File: src/rtl/sar_pkg.sv
package sar_pkg;
  typedef enum logic [1:0] {
    ST_IDLE = 2'd0,
    ST_ACQ  = 2'd1,
    ST_CONV = 2'd2,
    ST_REC  = 2'd3
  } seq_state_e;
endpackage

File: src/rtl/sar_tad_div.sv
// Conversion-clock tick generator: one tick every (2 << div_sel) clocks,
// phase restarted on demand so timing is counted from acceptance.
module sar_tad_div #(
  parameter int SEL_W = 3
) (
  input  logic             clk,
  input  logic             rst_n,
  input  logic             restart,
  input  logic [SEL_W-1:0] div_sel,
  output logic             tick
);
  localparam int CNT_W = 1 << SEL_W;

  logic [CNT_W-1:0] cnt;
  logic [CNT_W:0]   span;
  logic [CNT_W:0]   lim;

  assign span = (CNT_W+1)'(2) << div_sel;
  assign lim  = span - 1'b1;
  assign tick = (cnt == lim[CNT_W-1:0]);

  always_ff @(posedge clk or negedge rst_n) begin
    if (!rst_n)              cnt <= '0;
    else if (restart || tick) cnt <= '0;
    else                     cnt <= cnt + 1'b1;
  end
endmodule

File: src/rtl/sar_core.sv
// Successive-approximation register with bit index.
module sar_core #(
  parameter int NBITS = 10
) (
  input  logic             clk,
  input  logic             rst_n,
  input  logic             clear,
  input  logic             init,
  input  logic             step,
  input  logic             cmp_hi,
  output logic [NBITS-1:0] code,
  output logic [NBITS-1:0] kept,
  output logic             last
);
  localparam int IDX_W = $clog2(NBITS);

  logic [IDX_W-1:0] idx;
  logic [NBITS-1:0] adv;

  // kept: current bit resolved; adv: resolved plus next trial bit
  for (genvar gi = 0; gi < NBITS; gi++) begin : g_bit
    assign kept[gi] = (idx == IDX_W'(gi)) ? cmp_hi : code[gi];
    assign adv[gi]  = ((IDX_W+1)'(idx) == (IDX_W+1)'(gi + 1)) ? 1'b1 : kept[gi];
  end

  assign last = (idx == '0);

  always_ff @(posedge clk or negedge rst_n) begin
    if (!rst_n) begin
      code <= '0;
      idx  <= '0;
    end else if (clear) begin
      code <= '0;
      idx  <= '0;
    end else if (init) begin
      code <= NBITS'(1) << (NBITS - 1);
      idx  <= IDX_W'(NBITS - 1);
    end else if (step) begin
      code <= adv;
      if (!last) idx <= idx - 1'b1;
    end
  end
endmodule

File: src/rtl/sar_irq_flag.sv
// Completion flag: set beats clear; request gated by enable.
module sar_irq_flag (
  input  logic clk,
  input  logic rst_n,
  input  logic set,
  input  logic clr,
  input  logic int_en,
  output logic flag,
  output logic irq
);
  always_ff @(posedge clk or negedge rst_n) begin
    if (!rst_n)   flag <= 1'b0;
    else if (set) flag <= 1'b1;
    else if (clr) flag <= 1'b0;
  end

  assign irq = flag & int_en;
endmodule

File: src/rtl/sar_conv_ctrl.sv
module sar_conv_ctrl
  import sar_pkg::*;
#(
  parameter int NBITS   = 10,
  parameter int ACQ_W   = 3,
  parameter int SEL_W   = 3,
  parameter int GAP_TAD = 3
) (
  input  logic             clk,
  input  logic             rst_n,
  input  logic             en,
  input  logic             start_req,
  input  logic [ACQ_W-1:0] acq_sel,
  input  logic [SEL_W-1:0] div_sel,
  input  logic             cmp_hi,
  input  logic             int_en,
  input  logic             flag_clr,
  output logic             busy,
  output logic             sample_on,
  output logic [NBITS-1:0] dac_code,
  output logic [NBITS-9:0] result_hi,
  output logic [7:0]       result_lo,
  output logic             int_flag,
  output logic             irq
);
  localparam int GAP_W = $clog2(GAP_TAD + 1);
  localparam int CW    = (ACQ_W > GAP_W) ? ACQ_W : GAP_W;

  seq_state_e       state;
  logic [CW-1:0]    cnt;
  logic             pend;
  logic             tick;
  logic             accept, acq_done, bit_step, finish;
  logic             sar_clear, sar_init, last;
  logic [NBITS-1:0] kept;
  logic [NBITS-1:0] result_q;

  assign accept   = en && (state == ST_IDLE) && (start_req || pend);
  assign acq_done = en && (state == ST_ACQ) && tick && (cnt == CW'(1));
  assign bit_step = en && (state == ST_CONV) && tick;
  assign finish   = bit_step && last;

  assign sar_clear = !en || (accept && (acq_sel != '0));
  assign sar_init  = (accept && (acq_sel == '0)) || acq_done;

  sar_tad_div #(.SEL_W(SEL_W)) u_div (
    .clk     (clk),
    .rst_n   (rst_n),
    .restart (accept),
    .div_sel (div_sel),
    .tick    (tick)
  );

  sar_core #(.NBITS(NBITS)) u_sar (
    .clk    (clk),
    .rst_n  (rst_n),
    .clear  (sar_clear),
    .init   (sar_init),
    .step   (bit_step),
    .cmp_hi (cmp_hi),
    .code   (dac_code),
    .kept   (kept),
    .last   (last)
  );

  sar_irq_flag u_flag (
    .clk    (clk),
    .rst_n  (rst_n),
    .set    (finish),
    .clr    (flag_clr),
    .int_en (int_en),
    .flag   (int_flag),
    .irq    (irq)
  );

  always_ff @(posedge clk or negedge rst_n) begin
    if (!rst_n) begin
      state <= ST_IDLE;
      cnt   <= '0;
      pend  <= 1'b0;
    end else if (!en) begin
      state <= ST_IDLE;
      pend  <= 1'b0;
    end else begin
      unique case (state)
        ST_IDLE: begin
          if (accept) begin
            pend  <= 1'b0;
            cnt   <= CW'(acq_sel);
            state <= (acq_sel == '0) ? ST_CONV : ST_ACQ;
          end
        end
        ST_ACQ: begin
          if (tick) begin
            if (cnt == CW'(1)) state <= ST_CONV;
            else               cnt   <= cnt - 1'b1;
          end
        end
        ST_CONV: begin
          if (finish) begin
            state <= ST_REC;
            cnt   <= CW'(GAP_TAD);
          end
        end
        ST_REC: begin
          if (start_req) pend <= 1'b1;
          if (tick) begin
            if (cnt == CW'(1)) state <= ST_IDLE;
            else               cnt   <= cnt - 1'b1;
          end
        end
        default: state <= ST_IDLE;
      endcase
    end
  end

  // result register: written only at completion, not touched by reset
  always_ff @(posedge clk) begin
    if (finish) result_q <= kept;
  end

  assign result_hi = result_q[NBITS-1:8];
  assign result_lo = result_q[7:0];
  assign busy      = (state == ST_ACQ) || (state == ST_CONV);
  assign sample_on = en && ((state == ST_IDLE) || (state == ST_ACQ));
endmodule

File: config.mk
export PLATFORM = sky130hd
export DESIGN_NAME = sar_conv_ctrl
export DESIGN_NICKNAME = d
export VERILOG_FILES = /design/src/rtl/sar_pkg.sv /design/src/rtl/sar_tad_div.sv /design/src/rtl/sar_core.sv /design/src/rtl/sar_irq_flag.sv /design/src/rtl/sar_conv_ctrl.sv
export SDC_FILE = /design/constraint.sdc
export NUM_CORES = 1
export LEC_CHECK = 0
export BUFFER_PORTS_ARGS = -buffer_cell sky130_fd_sc_hd__buf_2
export CORE_ASPECT_RATIO = 0.7
export CORE_UTILIZATION = 55
export DETAILED_ROUTE_END_ITERATION = 10
export GPL_TIMING_DRIVEN = 0
export PLACE_DENSITY = 0.77
export SLEW_MARGIN = 20
export SYNTH_ARGS = -nofsm -noshare
export SYNTH_HDL_FRONTEND = slang
export SYNTH_HIERARCHICAL = 1
export SYNTH_SLANG_ARGS = --single-unit
File: constraint.sdc
create_clock -name clk -period 3 [get_ports clk]
set_clock_uncertainty 0.15 [all_clocks]
set_input_delay 0.15 -clock clk [delete_from_list [all_inputs] [get_ports clk]]
set_output_delay 0.15 -clock clk [all_outputs]
set_load 0.01 [all_outputs]
## Word level (Yosys, flattened, before mapping)

Index checks and enable logic that the tools add are counted.

- Shifts and indexed selects: 1
- Multiplexer cells: 48
- Reduce and logical (&&, ||, !) cells: 29
- Bitwise operators: 1
- Add/subtract/negate cells: 4
- Equal/unequal tests: 28

Operators with widths:

| operator | number |
|---|---|
| $mux W10 | 3 |
| $mux W1 | 25 |
| $ne A3 B3 Y1 const B | 7 |
| $eq A4 B3 Y1 const B | 4 |
| $mux W2 | 8 |
| $mux W4 | 4 |
| $eq A4 B4 Y1 const B | 3 |
| $mux W3 | 4 |
| $logic_and A1 B1 Y1 | 11 |
| $pmux W3 S3 | 1 |
| $add A8 B1 Y8 const B | 1 |
| $eq A4 B2 Y1 const B | 2 |
| $eq A8 B8 Y1 | 1 |
| $mux W8 | 1 |
| $pmux W2 S4 | 1 |
| $shl A2 B3 Y8 const A | 1 |
| $sub A8 B1 Y8 const B | 1 |
| $logic_or A1 B1 Y1 | 6 |
| $ne A2 B2 Y1 const B | 3 |
| $reduce_and A6 Y1 | 1 |
| $reduce_bool A3 Y1 | 2 |
| $reduce_and A5 Y1 | 1 |
| $eq A2 B2 Y1 const B | 2 |
| $eq A4 B1 Y1 const B | 1 |
| other kinds (17) | 17 |

- Output and inout bits: 24
- Bits in registers: 39
- Logic and storage cells: 119

## Depth between registers and ports, before layout

- Depth in word-level cells: 8
- Gate-level depth with buffers: 15
- Gate-level depth less buffers: 12

## Cells and area by module

Netlist, hierarchy kept.

By module, submodules not included:

| module | area each (µm²) | instances | cells each | seq. area each (µm²) |
|---|---|---|---|---|
| sar_core | 974.7 | 1 | 101 | 350.3 |
| sar_conv_ctrl | 858.3 | 1 | 71 | 450.4 |
| sar_tad_div | 646.9 | 1 | 69 | 200.2 |
| sar_irq_flag | 42.5 | 1 | 4 | 25.0 |

## Least setup slack after synthesis

Ideal clock, no wire load.

- Kind: input-to-reg
- Start: input port div_sel[2]
- End: register u_sar.idx[3]
- Path slack: -184 ps
- Path buffers: 3
- Data required time: 2709 ps
- Cell stages on the path: 13
- Library setup time: 141 ps
- Data arrival time: 2893 ps
- Cells stage by stage: buf_4 > or3_1 > ha_1 > buf_6 > nor3_1 > o211ai_1 > a21oi_1 > and3_2 > and3_1 > clkbuf_1 > nor4b_1 > mux2i_1 > a21oi_1

RTL lines:

| item | line | text |
|---|---|---|
| from (decl) | sar_conv_ctrl.sv:14 | `input logic [SEL_W-1:0] div_sel,` |
| $shl A2 B3 Y8 | sar_tad_div.sv:18 | `assign span = (CNT_W+1)'(2) << div_sel;` |
| $sub A8 B1 Y8 | sar_tad_div.sv:19 | `assign lim = span - 1'b1;` |
| $eq A8 B8 Y1 | sar_tad_div.sv:20 | `assign tick = (cnt == lim[CNT_W-1:0]);` |
| via tick | sar_conv_ctrl.sv:32 | `logic tick;` |
| $logic_and A1 B1 Y1 | sar_conv_ctrl.sv:40 | `assign bit_step = en && (state == ST_CONV) && tick;` |
| via bit_step | sar_conv_ctrl.sv:33 | `logic accept, acq_done, bit_step, finish;` |
| $reduce_bool A3 Y1 (no line) | -- |  |
| $reduce_and A2 Y1 (no line) | -- |  |
| to (signal assigned) | sar_core.sv:37 | `idx <= IDX_W'(NBITS - 1);` |
| to (signal assigned) | sar_core.sv:40 | `if (!last) idx <= idx - 1'b1;` |
| to (decl) | sar_core.sv:17 | `logic [IDX_W-1:0] idx;` |

The timed path passes the listed nets, and every way through them passes these cells.
A chain may end at the register's enable or synchronous reset.

## Worst setup path after layout

- Start: input port div_sel[1]
- End: register u_sar.idx[3]

Same word-level chain as after synthesis.

==> reports/qor.csv <==
metric,value,unit
io-pin-count,37,
cp.required,3.00,ns
leakage,1.32,nW
place_ws,-0.497,ns
ir_drop,0.437,mV
fin_cells,348,
grt_max_degree,30,
cts_htree_levels,2,
netlist_area,2520,sq um
setup_viol_count_final,0,
grt_pass1_vias,1833,
hpwl,3.81,mm
final_area,2930,sq um
core,4380,sq um
r2r_cells,9,
p_comb_frac,0.356,
drtPass1Iterations,4,
arrival,2.86,ns
holdPathStages,3,
cp_max_fo,10,
p_switching,569,uW
insertion_delay,0.29,ns
fp.dieW,82.9,microns
relSlewSlack,0.549,
outcome,"complete, no violations",
yosysSeqAreaShare,0.407,
start_util,0.576,
fin_ws,0.137,ns
crit_chain,buf_2 > buf_4 > or3_1 > ha_1 > buf_6 > or2b_1 > o211ai_1 > a221o_2 > and3_4 > and3_1 > clkbuf_4 > nor4b_4 > mux2i_1 > a21oi_1,
ys_types,56,
async_reset_ff_frac,0.744,
cp-startpoint,div_sel[1],
layout_common_cells,"buf_2, dfrtp_1, inv_1",
area_growth,16.3,%
max_slew.worst_pin.slew,0.677,ns
dpl_cell_area,2770,sq um
clk_root_buffer_cell,clkbuf_8,
swShare,0.351,
dieArea,4870,sq um
drt-total-wl,5.43,mm
clock_sinks,39,
regArea,1030,sq um
p_int,1.05,mW
multiInputGateArea,1370,sq um
die_h,58.7,microns
ys.flop_type,dfrtp_1,
finalCritPeriodShare,0.954,
fmax,349,MHz
final_common_cell,buf_2,
cp_slowest_stage_delay,0.36,ns
antenna_cells,0,
synth_edf_count,10,
fillCellCount,352,
antenna_found_initial,0,
cp_slowest_cell,or3_1,
utilization,0.670,
p_per_area,552,nW/um^2
cts_buffers,5,
drt-wirelength-per-cell,15.6,microns
nets,318,
drc_errors,0,
ant_nets,0,
vias_per_cell,5.76,
postSynthCellCount,245,
drt_iter0_drc,95,
clk_pin_slew_worst_paths,0.08,ns
drive_gt1_frac,0.307,
rows,20,
drv_slew,0,
cp-start-kind,primary input,
cap_violations,0,
portBuffers,34,
ys_warn_count,6,
hold_violations,0,
min_from,start_req,
syn-num-nets,271,
p_clk_frac,0.218,
num_vias,2003,
synth.avg_cell_area,10.3,sq um
grt_usage,0.237,
reg2reg_from,u_sar/idx[0],
tritoncts,done,
place.gp.congestion,0.863,
period_needed,2.86,ns
crit_path_end_kind,flop,
hold_path_class,in2reg,
cts_buffer_depth,2,
synth_seq_cells,39,
dp_cells,334,
grt_pass1_wl,8.87,mm
power_frac_seq,0.426,
criticalPathCategory,in2reg,
overflow,0,
-- state kept, by name, summed over array words and instances (netlist names) --
name         count
state            2
u_flag/flag      1
u_div/cnt        8
result_q        10
u_sar/idx        4
pend             1
u_sar/code      10
cnt              3
-- power by group through the flow --
| stage | sequential [mW] | clock, mW | combinational, mW |
|---|---|---|---|
| floorplan | 0.678 | 0 | 0.449 |
| global placement | 0.697 | 0 | 0.538 |
| detailed placement | 0.698 | 0 | 0.553 |
| CTS | 0.688 | 0.361 | 0.569 |
| global route | 0.701 | 0.386 | 0.645 |
| finish | 0.690 | 0.354 | 0.577 |
-- cells in the mapped netlist (4+ instances only) --
cell        n  share of area
dfrtp_1    29           0.29
inv_1      21          0.031
nor2_1     16          0.024
ha_1       13          0.064
nand2_1    12          0.018
a21oi_1    11          0.022
o21ai_0    11          0.022
edfxtp_1   10           0.12
mux2_2     10          0.045
a311oi_1    8          0.028
nand3_1     8          0.016
nand3b_1    6          0.018
xor2_1      6          0.021
xnor2_1     5          0.017
a21o_1      4          0.012
and2_1      4         0.0099
and3_1      4         0.0099
clkbuf_1    4         0.0060
mux2i_1     4          0.016
o211ai_1    4          0.012
o221a_2     4          0.018
o2bb2ai_1   4          0.014
-- through the flow --
| stage | setup TNS, ns | power, mW | hold slack [ns] |
|---|---|---|---|
| floorplan | 0 | 1.13 | -0.296 |
| global placement | -7.58 | 1.23 | 0.0792 |
| detailed placement | -8.90 | 1.25 | 0.0805 |
| CTS | 0 | 1.62 | 0.0221 |
| global route | -0.0153 | 1.73 | 0.0510 |
| finish | 0 | 1.62 | 0.0297 |
-- final cells by class --
type | instances | share of cell area
inverters | 21 | 0.0269
clock buffers | 6 | 0.0247
well taps | 55 | 0.0235
plain buffers | 11 | 0.0277
clock inverters | 2 | 0.00426
repair buffers | 40 | 0.0751
multi-input cells | 174 | 0.468
flip-flops and latches | 39 | 0.350
-- per-layer routing --
layer  vias to the layer above  part of all wire  GRT usage
met2                        60              0.43      0.347
met3                         4             0.061     0.0519
met4                         0            0.0081     0.0764
met5                         -                 0          0
met1                       957              0.50      0.352
li1                        982                 -          -
-- critical path, delay by kind of cell --
kind,cells,cell delay [ns]
buffers and inverters,4,0.61
multiplexers,1,0.24
AO/OA/AOI/OAI,3,0.43
AND/OR/NAND/NOR,5,1.21
adder cells (fa/ha/maj),1,0.21
-- logic make-up after synthesis --
kind of cell,synth area share
compound gates,0.180
fa+ha+maj,0.0645
xor+xnor,0.0382
simple gates,0.171
flops,0.407
mux,0.0784
buf+inv,0.0615
-- worst paths after layout --
| kind | to | slack (ns) |
|---|---|---|
| worst max-delay path | u_sar/idx[3] | 0.14 |
| worst min-delay path | pend | 0.03 |
| worst max register to register | cnt[2] | 0.35 |
| worst min register to register | u_flag/flag | 0.35 |
| max in group asynchronous | u_div/cnt[1] | 1.98 |
| min in group asynchronous | u_sar/code[3] | 0.28 |
-- timing repair --
item / in CTS / in global routing
gates cloned: 0 / 0
buffers inserted: 2 / 2
setup endpoints to repair: 20 / 12
hold buffers: 2 / 0
endpoints found under the hold margin: 30 / 0
gates resized for setup: 2 / 6
pin swaps: 2 / 2
(Power assumes the default switching activity.)
